==> src/rtl/dlseq_pkg.sv <==
`timescale 1ns/1ps
package dlseq_pkg;

  typedef enum logic [1:0] {
    ST_IDLE  = 2'd0,
    ST_FETCH = 2'd1,
    ST_EXEC  = 2'd2,
    ST_DISP  = 2'd3
  } seq_state_e;

  // jump selector (low two bits of the jump field)
  localparam logic [1:0] JMP_NEXT   = 2'b00;
  localparam logic [1:0] JMP_ASSIGN = 2'b01;
  localparam logic [1:0] JMP_CALL   = 2'b10;
  localparam logic [1:0] JMP_RETURN = 2'b11;

  // trigger register values
  localparam logic [1:0] TRIG_OFF   = 2'd0;
  localparam logic [1:0] TRIG_NOW   = 2'd1;
  localparam logic [1:0] TRIG_FRAME = 2'd2;

  // control word bit positions
  localparam int unsigned CB_END  = 15;
  localparam int unsigned CB_SKIP = 14;

  // words of an entry that the sequencer keeps
  localparam int unsigned N_KEEP    = 6;
  localparam int unsigned SLOT_CTRL = 0;
  localparam int unsigned SLOT_LINK = 1;
  localparam int unsigned SLOT_XA   = 2;
  localparam int unsigned SLOT_YA   = 3;
  localparam int unsigned SLOT_XC   = 4;
  localparam int unsigned SLOT_YC   = 5;
  localparam int unsigned KEEP_IDX [N_KEEP] = '{0, 1, 6, 7, 10, 11};

  // command codes
  localparam logic [3:0] OP_SPRITE    = 4'd0;
  localparam logic [3:0] OP_SCALED    = 4'd1;
  localparam logic [3:0] OP_DISTORT   = 4'd2;
  localparam logic [3:0] OP_POLYGON   = 4'd4;
  localparam logic [3:0] OP_POLYLINE  = 4'd5;
  localparam logic [3:0] OP_LINE      = 4'd6;
  localparam logic [3:0] OP_USER_CLIP = 4'd8;
  localparam logic [3:0] OP_SYS_CLIP  = 4'd9;
  localparam logic [3:0] OP_LOCAL     = 4'd10;

  function automatic logic op_is_draw(input logic [3:0] op);
    return op inside {OP_SPRITE, OP_SCALED, OP_DISTORT, OP_POLYGON, OP_POLYLINE, OP_LINE};
  endfunction

  function automatic logic op_is_internal(input logic [3:0] op);
    return op inside {OP_USER_CLIP, OP_SYS_CLIP, OP_LOCAL};
  endfunction

endpackage

==> src/rtl/dl_fetch.sv <==
`timescale 1ns/1ps
module dl_fetch
  import dlseq_pkg::*;
#(
  parameter int unsigned ADDR_W = 19,
  parameter int unsigned DW     = 16,
  parameter int unsigned NWORDS = 16
) (
  input  logic                         clk,
  input  logic                         rst_n,
  input  logic                         go,
  input  logic [ADDR_W-2:0]            go_waddr,
  output logic                         rd_en,
  output logic [ADDR_W-2:0]            rd_addr,
  input  logic [DW-1:0]                rd_data,
  output logic [N_KEEP-1:0][DW-1:0]    kept,
  output logic                         last_beat,
  output logic                         active
);
  localparam int unsigned WA_W  = ADDR_W - 1;
  localparam int unsigned CNT_W = $clog2(NWORDS + 1);
  localparam logic [CNT_W-1:0] CNT_LAST = CNT_W'(NWORDS);

  logic [CNT_W-1:0] cnt_q;
  logic [WA_W-1:0]  base_q;
  logic             active_q;

  assign active    = active_q;
  assign rd_en     = active_q && (cnt_q < CNT_LAST);
  assign rd_addr   = base_q + WA_W'(cnt_q);
  assign last_beat = active_q && (cnt_q == CNT_LAST);

  always_ff @(posedge clk or negedge rst_n) begin
    if (!rst_n) begin
      active_q <= 1'b0;
      cnt_q    <= '0;
      base_q   <= '0;
    end else if (go) begin
      active_q <= 1'b1;
      cnt_q    <= '0;
      base_q   <= go_waddr;
    end else if (active_q) begin
      if (cnt_q == CNT_LAST) active_q <= 1'b0;
      else                   cnt_q    <= cnt_q + 1'b1;
    end
  end

  // keep only the decoded words; data of request k arrives while cnt is k+1
  always_ff @(posedge clk or negedge rst_n) begin
    if (!rst_n) begin
      kept <= '0;
    end else begin
      for (int s = 0; s < N_KEEP; s++) begin
        if (active_q && cnt_q == CNT_W'(KEEP_IDX[s] + 1)) kept[s] <= rd_data;
      end
    end
  end

  a_r2_addr_step: assert property (@(posedge clk) disable iff (!rst_n)
    (rd_en && cnt_q != '0) |-> rd_addr == WA_W'($past(rd_addr) + 1'b1));

  a_r2_no_overlap: assert property (@(posedge clk) disable iff (!rst_n)
    go |-> !active_q);

endmodule

==> src/rtl/dl_decode.sv <==
`timescale 1ns/1ps
module dl_decode
  import dlseq_pkg::*;
#(
  parameter int unsigned ADDR_W      = 19,
  parameter int unsigned DW          = 16,
  parameter int unsigned ENTRY_BYTES = 32
) (
  input  logic [DW-1:0]     ctrl,
  input  logic [DW-1:0]     link,
  input  logic [ADDR_W-1:0] cur_addr,
  input  logic [ADDR_W-1:0] ret_addr,
  output logic              end_f,
  output logic              skip_f,
  output logic [1:0]        jmp,
  output logic [3:0]        op,
  output logic              draw_f,
  output logic              intl_f,
  output logic [ADDR_W-1:0] nxt_addr
);
  localparam logic [ADDR_W-1:0] STEP = ADDR_W'(ENTRY_BYTES);

  function automatic logic [ADDR_W-1:0] link_to_byte(input logic [DW-1:0] l);
    return ADDR_W'({l, 3'b000});
  endfunction

  function automatic logic [ADDR_W-1:0] pick_next(
    input logic [1:0] j, input logic [ADDR_W-1:0] cur,
    input logic [DW-1:0] l, input logic [ADDR_W-1:0] ret);
    case (j)
      JMP_NEXT:   return cur + STEP;
      JMP_ASSIGN: return link_to_byte(l);
      JMP_CALL:   return link_to_byte(l);
      default:    return ret;
    endcase
  endfunction

  logic unused_ctrl_bits;
  assign unused_ctrl_bits = ^ctrl[11:4];

  assign end_f    = ctrl[CB_END];
  assign skip_f   = ctrl[CB_SKIP];
  assign jmp      = ctrl[13:12];
  assign op       = ctrl[3:0];
  assign draw_f   = op_is_draw(op);
  assign intl_f   = op_is_internal(op);
  assign nxt_addr = pick_next(jmp, cur_addr, link, ret_addr);

endmodule

==> src/rtl/dl_coord.sv <==
`timescale 1ns/1ps
module dl_coord
  import dlseq_pkg::*;
#(
  parameter int unsigned DW = 16
) (
  input  logic            clk,
  input  logic            rst_n,
  input  logic            we,
  input  logic [3:0]      op,
  input  logic [DW-1:0]   xa,
  input  logic [DW-1:0]   ya,
  input  logic [DW-1:0]   xc,
  input  logic [DW-1:0]   yc,
  output logic [2*DW-1:0] usr_lo,
  output logic [2*DW-1:0] usr_hi,
  output logic [2*DW-1:0] sys_hi,
  output logic [2*DW-1:0] loc_org
);
  always_ff @(posedge clk or negedge rst_n) begin
    if (!rst_n) begin
      usr_lo  <= '0;
      usr_hi  <= '0;
      sys_hi  <= '0;
      loc_org <= '0;
    end else if (we) begin
      case (op)
        OP_USER_CLIP: begin
          usr_lo <= {ya, xa};
          usr_hi <= {yc, xc};
        end
        OP_SYS_CLIP: sys_hi  <= {yc, xc};
        OP_LOCAL:    loc_org <= {ya, xa};
        default: ;
      endcase
    end
  end

  a_r8_hold_when_idle: assert property (@(posedge clk) disable iff (!rst_n)
    !we |=> ($stable(usr_lo) && $stable(usr_hi) && $stable(sys_hi) && $stable(loc_org)));

endmodule

==> src/rtl/dlist_sequencer.sv <==
`timescale 1ns/1ps
module dlist_sequencer
  import dlseq_pkg::*;
#(
  parameter int unsigned ADDR_W = 19,
  parameter int unsigned DW     = 16,
  parameter int unsigned NWORDS = 16
) (
  input  logic              clk,
  input  logic              rst_n,
  input  logic              trig_we,
  input  logic [1:0]        trig_data,
  input  logic              frame_tick,
  output logic              ram_rd_en,
  output logic [ADDR_W-2:0] ram_addr,
  input  logic [DW-1:0]     ram_rd_data,
  output logic              eng_valid,
  input  logic              eng_ready,
  output logic [3:0]        eng_code,
  output logic [ADDR_W-1:0] eng_addr,
  output logic              busy,
  output logic [ADDR_W-1:0] cur_addr,
  output logic [ADDR_W-1:0] last_addr,
  output logic [2*DW-1:0]   usr_clip_lo,
  output logic [2*DW-1:0]   usr_clip_hi,
  output logic [2*DW-1:0]   sys_clip_hi,
  output logic [2*DW-1:0]   local_org
);
  localparam int unsigned ENTRY_BYTES = NWORDS * (DW / 8);
  localparam logic [ADDR_W-1:0] ENTRY_STEP = ADDR_W'(ENTRY_BYTES);

  seq_state_e state_q, state_d;
  logic [1:0]        trig_q;
  logic [ADDR_W-1:0] cur_q, nxt_q, ret_q, last_q;

  logic [N_KEEP-1:0][DW-1:0] kept;
  logic last_beat, fetch_active;

  logic              end_f, skip_f, draw_f, intl_f;
  logic [1:0]        jmp;
  logic [3:0]        op;
  logic [ADDR_W-1:0] nxt_addr;

  // named events
  logic start, in_exec, exec_end, exec_call, exec_pass, exec_intl, exec_draw;
  logic disp_acc, cmd_run, go;
  logic [ADDR_W-1:0] go_byte;

  assign start     = (state_q == ST_IDLE) &&
                     ((trig_we && trig_data == TRIG_NOW) || (trig_q == TRIG_FRAME && frame_tick));
  assign in_exec   = (state_q == ST_EXEC);
  assign exec_end  = in_exec && end_f;
  assign exec_call = in_exec && !end_f && (jmp == JMP_CALL);
  assign exec_pass = in_exec && !end_f && (skip_f || (!draw_f && !intl_f));
  assign exec_intl = in_exec && !end_f && !skip_f && intl_f;
  assign exec_draw = in_exec && !end_f && !skip_f && draw_f;
  assign disp_acc  = (state_q == ST_DISP) && eng_ready;
  assign cmd_run   = exec_intl || disp_acc;
  assign go        = start || exec_pass || exec_intl || disp_acc;
  assign go_byte   = start ? '0 : (in_exec ? nxt_addr : nxt_q);

  dl_fetch #(.ADDR_W(ADDR_W), .DW(DW), .NWORDS(NWORDS)) u_fetch (
    .clk       (clk),
    .rst_n     (rst_n),
    .go        (go),
    .go_waddr  (go_byte[ADDR_W-1:1]),
    .rd_en     (ram_rd_en),
    .rd_addr   (ram_addr),
    .rd_data   (ram_rd_data),
    .kept      (kept),
    .last_beat (last_beat),
    .active    (fetch_active)
  );

  dl_decode #(.ADDR_W(ADDR_W), .DW(DW), .ENTRY_BYTES(ENTRY_BYTES)) u_dec (
    .ctrl     (kept[SLOT_CTRL]),
    .link     (kept[SLOT_LINK]),
    .cur_addr (cur_q),
    .ret_addr (ret_q),
    .end_f    (end_f),
    .skip_f   (skip_f),
    .jmp      (jmp),
    .op       (op),
    .draw_f   (draw_f),
    .intl_f   (intl_f),
    .nxt_addr (nxt_addr)
  );

  dl_coord #(.DW(DW)) u_coord (
    .clk     (clk),
    .rst_n   (rst_n),
    .we      (exec_intl),
    .op      (op),
    .xa      (kept[SLOT_XA]),
    .ya      (kept[SLOT_YA]),
    .xc      (kept[SLOT_XC]),
    .yc      (kept[SLOT_YC]),
    .usr_lo  (usr_clip_lo),
    .usr_hi  (usr_clip_hi),
    .sys_hi  (sys_clip_hi),
    .loc_org (local_org)
  );

  always_comb begin
    state_d = state_q;
    case (state_q)
      ST_IDLE:  if (start) state_d = ST_FETCH;
      ST_FETCH: if (last_beat) state_d = ST_EXEC;
      ST_EXEC: begin
        if (exec_end)       state_d = ST_IDLE;
        else if (exec_draw) state_d = ST_DISP;
        else                state_d = ST_FETCH;
      end
      ST_DISP:  if (eng_ready) state_d = ST_FETCH;
      default:  state_d = ST_IDLE;
    endcase
  end

  always_ff @(posedge clk or negedge rst_n) begin
    if (!rst_n) begin
      state_q <= ST_IDLE;
      trig_q  <= TRIG_OFF;
      cur_q   <= '0;
      nxt_q   <= '0;
      ret_q   <= '0;
      last_q  <= '0;
    end else begin
      state_q <= state_d;
      if (trig_we)   trig_q <= trig_data;
      if (go)        cur_q  <= go_byte;
      if (in_exec)   nxt_q  <= nxt_addr;
      if (exec_call) ret_q  <= cur_q + ENTRY_STEP;
      if (cmd_run)   last_q <= cur_q;
    end
  end

  assign busy      = (state_q != ST_IDLE);
  assign eng_valid = (state_q == ST_DISP);
  assign eng_code  = op;
  assign eng_addr  = cur_q;
  assign cur_addr  = cur_q;
  assign last_addr = last_q;

  a_r1_busy_hold: assert property (@(posedge clk) disable iff (!rst_n)
    (busy && !exec_end) |=> busy);

  a_r3_end_idles: assert property (@(posedge clk) disable iff (!rst_n)
    exec_end |=> (!busy && !eng_valid && !ram_rd_en));

  a_r6_call_saves: assert property (@(posedge clk) disable iff (!rst_n)
    exec_call |=> ret_q == ADDR_W'($past(cur_q) + ENTRY_STEP));

  a_r7_offer_holds: assert property (@(posedge clk) disable iff (!rst_n)
    (eng_valid && !eng_ready) |=> (eng_valid && $stable(eng_code) && $stable(eng_addr)));

  a_r7_only_draw: assert property (@(posedge clk) disable iff (!rst_n)
    eng_valid |-> op_is_draw(eng_code));

  a_r9_noop_silent: assert property (@(posedge clk) disable iff (!rst_n)
    (in_exec && !end_f && !draw_f && !intl_f) |=> (!eng_valid && $stable(last_addr)));

  a_r10_last_tracks: assert property (@(posedge clk) disable iff (!rst_n)
    cmd_run |=> last_addr == $past(cur_addr));

  a_r2_fetch_in_fetch: assert property (@(posedge clk) disable iff (!rst_n)
    ram_rd_en |-> (state_q == ST_FETCH && fetch_active));

endmodule

==> config.mk <==
export PLATFORM = sky130hd
export DESIGN_NAME = dlist_sequencer
export DESIGN_NICKNAME = d
export VERILOG_FILES = /design/src/rtl/dlseq_pkg.sv /design/src/rtl/dl_fetch.sv /design/src/rtl/dl_decode.sv /design/src/rtl/dl_coord.sv /design/src/rtl/dlist_sequencer.sv
export SDC_FILE = /design/constraint.sdc
export NUM_CORES = 1
export LEC_CHECK = 0
export CORE_MARGIN = 2
export CORE_UTILIZATION = 45
export DETAILED_ROUTE_END_ITERATION = 16
export HOLD_SLACK_MARGIN = 0.1
export PLACE_DENSITY = 0.72
export SLEW_MARGIN = 0
export SYNTH_ARGS = -nofsm -noshare
export SYNTH_HDL_FRONTEND = slang
export SYNTH_HIERARCHICAL = 1
export SYNTH_SLANG_ARGS = --single-unit
==> constraint.sdc <==
create_clock -name clk -period 2.45 [get_ports clk]
set_input_delay 0.49 -clock clk [delete_from_list [all_inputs] [get_ports clk]]
set_output_delay 0.49 -clock clk [all_outputs]
set_load 0.1 [all_outputs]
After elaboration in Yosys (flattened, before gate mapping)
Cells that the tools add are included.
- bits in registers: 328
- bits in latches: 0
- RAM bits: 0
- memory bits (read-only): 0
- input port bits: 23
- output and inout bits: 210
- word-level logic and storage cells: 107
- memories: 0
- add/subtract/negate cells: 3
- $mul: 0
- divide/modulo/power cells: 0
- magnitude comparators: 1
- equal/unequal tests: 26
- shift-type cells: 0
- muxes and demuxes: 15
- bitwise gates (word level): 0
- reduce and logical (&&, ||, !) cells: 43
- operators by type and width (cell ; number):
    $mux W19 ; 2
    $pmux W19 S2 ; 1
    $logic_and A1 B1 Y1 ; 20
    $add A19 B6 Y19 const B ; 1
    $add A18 B5 Y18 ; 1
    $eq A5 B4 Y1 const B ; 3
    $mux W5 ; 3
    $eq A4 B3 Y1 const B ; 3
    $eq A4 B4 Y1 const B ; 3
    $mux W2 ; 5
    $eq A2 B2 Y1 const B ; 4
    $pmux W2 S4 ; 1
    $reduce_and A2 Y1 ; 4
    $eq A2 B1 Y1 const B ; 3
    $logic_or A1 B1 Y1 ; 6
    $ne A2 B2 Y1 const B ; 3
    $reduce_bool A6 Y1 ; 1
    $add A5 B1 Y5 const B ; 1
    $eq A5 B1 Y1 const B ; 1
    $eq A5 B2 Y1 const B ; 1
    $eq A5 B3 Y1 const B ; 1
    $eq A5 B5 Y1 const B ; 1
    $lt A5 B5 Y1 const B ; 1
    $eq A4 B1 Y1 const B ; 1
    10 further kinds ; 17

Longest topological paths before layout
- depth after elaboration: 11
- mapped depth: 10
- gate-level depth less buffers: 10

Hierarchy
The synthesis kept the hierarchy.
- by module, submodules not included (module ; times used ; cells each ; area each (µm²) ; sequential area each (µm²)):
    dl_fetch ; 1 ; 341 ; 5042.3 ; 3002.9
    dl_coord ; 1 ; 273 ; 4931.0 ; 3203.1
    dlist_sequencer ; 1 ; 321 ; 3719.8 ; 2001.9
    dl_decode ; 1 ; 107 ; 700.7 ; 0.0

Worst setup path after synthesis
OpenSTA, ideal clock, no wires.
- path kind: register -> output
- from: reg u_fetch.cnt_q[3]
- to: out ram_addr[15]
- arrival: 3.076 ns
- data required time: 1.960 ns
- slack: -1.116 ns
- cell stages (with the launch flop): 6
- path buffers: 0
- path through: dfrtp_1 -> ha_1 -> nand3_1 -> o2111ai_1 -> nand4_1 -> xnor2_1
- cells in the longest elaborated chain, start to end: 1
- ends and longest elaborated chain (item ; line ; source):
    start, declared ; dl_fetch.sv:24 ; logic [CNT_W-1:0] cnt_q;
    start signal, assigned ; dl_fetch.sv:44 ; else cnt_q <= cnt_q + 1'b1;
    $add A18 B5 Y18 ; dl_fetch.sv:30 ; assign rd_addr = base_q + WA_W'(cnt_q);
    end, declared ; dlist_sequencer.sv:15 ; output logic [ADDR_W-2:0] ram_addr,
No other way between the ends.

Final worst setup path
- from: reg u_fetch.cnt_q[0]
- to: out ram_addr[12]
The elaborated chain is that of the path after synthesis.

==> flow_metrics.py <==
metrics = {
    "status": {
        "outcome": "complete, but fails checks",
        "failed_checks": "setup timing",
    },
    "cts": {
        "cts-root-buf": "clkbuf_16",
        "clkTransAtPathRegs_ns": 0.06,
        "cts_buffers": 34,
        "cts_tree": "built",
        "h-tree-depth": 2,
        "clk_latency_ns": 0.51,
        "cts.path.max_buffers": 3,
        "clock-sinks": 320,
    },
    "cells_and_area": {
        "final_cell_mix": "308 x dfrtp_1, 243 x buf_4, 192 x mux2_2",
        "layout-drive-gt1-share": 0.5019,
        "final_common_cell": "dfrtp_1",
        "fin_cells": 1719,
        "nets": 1338,
        "diodes": 0,
        "area_delta_synth_final_pct": 31.92,
        "finalCoreUtilization": 0.6051,
    },
    "logic_synthesis": {
        "synth_nets": 1067,
        "ys_warn_count": 6,
        "syn_area_per_cell_sq_um": 13.75,
        "netlist_area_sq_mm": 0.01410,
        "postSynthCellCount": 1026,
    },
    "sta": {
        "rsz0062_at_grt": "true",
        "slew_violations": 0,
        "layout_min_cycle_time_ns": 3.065,
        "fin_ws_ns": -0.6151,
        "max_freq_mhz": 326.3,
        "worst_hold_slack_ns": 0.4944,
        "tightestPinTransition_ns": 0.5712,
        "finalClockSkew_ns": 0.01940,
        "finalSetupViolCount": 16,
        "hold_viol": 0,
        "period_share": 1.251,
        "max_slew_margin": 0.6183,
        "tns_ns": -6.285,
    },
    "grt": {
        "grt.busiest_layer": "met2",
        "grt_util_all_layers": 0.2089,
        "grt_overflow_total": 0,
        "grt_pass1_wl_um": 53740,
        "grt_antenna_before_repair": 0,
        "use_met1": 0.2936,
        "use_met3": 0.04193,
        "grt_max_degree": 65,
        "first_global_vias": 9139,
        "use_met2": 0.3354,
    },
    "die": {
        "io_pins": 233,
        "die_area_sq_mm": 0.03277,
        "die_w_um": 181.0,
        "start_util": 0.4587,
        "die_y_um": 181.0,
        "num_rows": 64,
        "core_region_area_sq_mm": 0.03075,
    },
    "worst_setup_path": {
        "critPathRequiredTime_ns": 1.96,
        "reg2reg_depth": 7,
        "r2r-end": "u_coord/sys_hi[5]",
        "path_class": "flop to output pin",
        "ff2ff_setup_slack_ns": 0.14,
        "cp.arrival_ns": 2.58,
        "crit_path_start_kind": "flop",
        "worstReg2RegStart": "state_q[0]",
        "crit_fanout": 6,
        "endpoint_kind": "output pin",
    },
    "routing": {
        "via_per_inst": 5.227,
        "initialDrtViolationCount": 558,
        "wl_per_cell_um": 19.88,
        "routed_wl_um": 34170,
        "antenna_left": 0,
        "first_pass_iters": 4,
        "route.detailed.drc": 0,
        "vias": 8985,
    },
    "placement": {
        "dp.cells": 1643,
        "gp_congestion": 0.8241,
        "dp_hpwl_um": 23540,
        "port_buffers": 232,
    },
    "pwr": {
        "powerDensity_mw_per_mm2": 1372,
        "peakVddDrop_mv": 1.477,
        "p_leak_nw": 9.123,
    },
    "run": {
        "max_cap_violations": 0,
    },
    "hold_path": {
        "hold_path_depth": 1,
        "min_path_type": "flop to flop",
        "min_to": "trig_q[0]",
        "hp-start": "trig_q[0]",
    },
}
state kept, by name (all words and copies together), names as in the netlist, 18 cells and up:
name             count
u_fetch/kept        88
u_coord/loc_org     32
u_coord/sys_hi      32
u_coord/usr_hi      32
u_coord/usr_lo      32
cur_addr            19
last_addr           19
nxt_q               19
ret_q               19
u_fetch/base_q      18
layer usage:
| layer | wire length [um] | part of all wire |
|---|---|---|
| met2 | 15970 | 0.47 |
| met3 | 1787 | 0.052 |
| met4 | 634 | 0.019 |
| met5 | 0 | 0 |
| met1 | 15780 | 0.46 |
worst max-delay path by stage:
stage	from	end	slack, ns	cells past startpoint
finish	u_fetch/cnt_q[0]	ram_addr[12]	-0.62	9
global route	u_fetch/base_q[0]	ram_addr[12]	-0.72	9
CTS	u_fetch/base_q[0]	ram_addr[10]	-0.68	9
detailed placement	u_fetch/cnt_q[0]	ram_addr[8]	-0.21	8
global placement	u_fetch/cnt_q[0]	ram_addr[8]	-0.15	8
floorplan	u_fetch/cnt_q[0]	ram_addr[8]	-0.32	7
critical path: stages (launching register included):
cell and delay [ns]:
dfrtp_1 0.38, ha_2 0.20, inv_2 0.06, fa_2 0.20, nor2b_2 0.05, o31a_1 0.27
buf_12 0.14, o211ai_1 0.39, xnor2_4 0.18, buf_12 0.19
what timing repair did:
action	CTS	global route
hold buffers	1	0
resized for setup	28	11
endpoints found under the setup margin	16	47
hold endpoints to repair	57	0
setup buffers	9	8
pin swaps	18	21
gates cloned	0	0
report_power, final:
part           internal (W)  switching, W  total (W)
logic               0.00418       0.00814     0.0123
registers           0.00678       0.00119    0.00797
clock network       0.00309       0.00215    0.00523
per-stage QoR:
step	power (W)	cell area, sq um	setup WS [ns]
6_report	0.02552	18610	-0.6151
4_1_cts	0.02564	18520	-0.6766
5_1_grt	0.02670	18610	-0.7184
3_3_place_gp	0.01980	17120	-0.1479
2_1_floorplan	0.01680	14470	-0.3239
3_5_place_dp	0.02001	17120	-0.2145
cell type report:
class,instances,area (sq um)
Fill cell,2372,12140
Sequential cell,320,8028
Multi-Input combinational cell,594,5967
Timing Repair Buffer,307,2814
Clock buffer,37,892.1
Tap cell,396,495.5
Clock inverter,25,259.0
Inverter,40,150.1
Note: power is estimated with default switching activity, not from simulation.
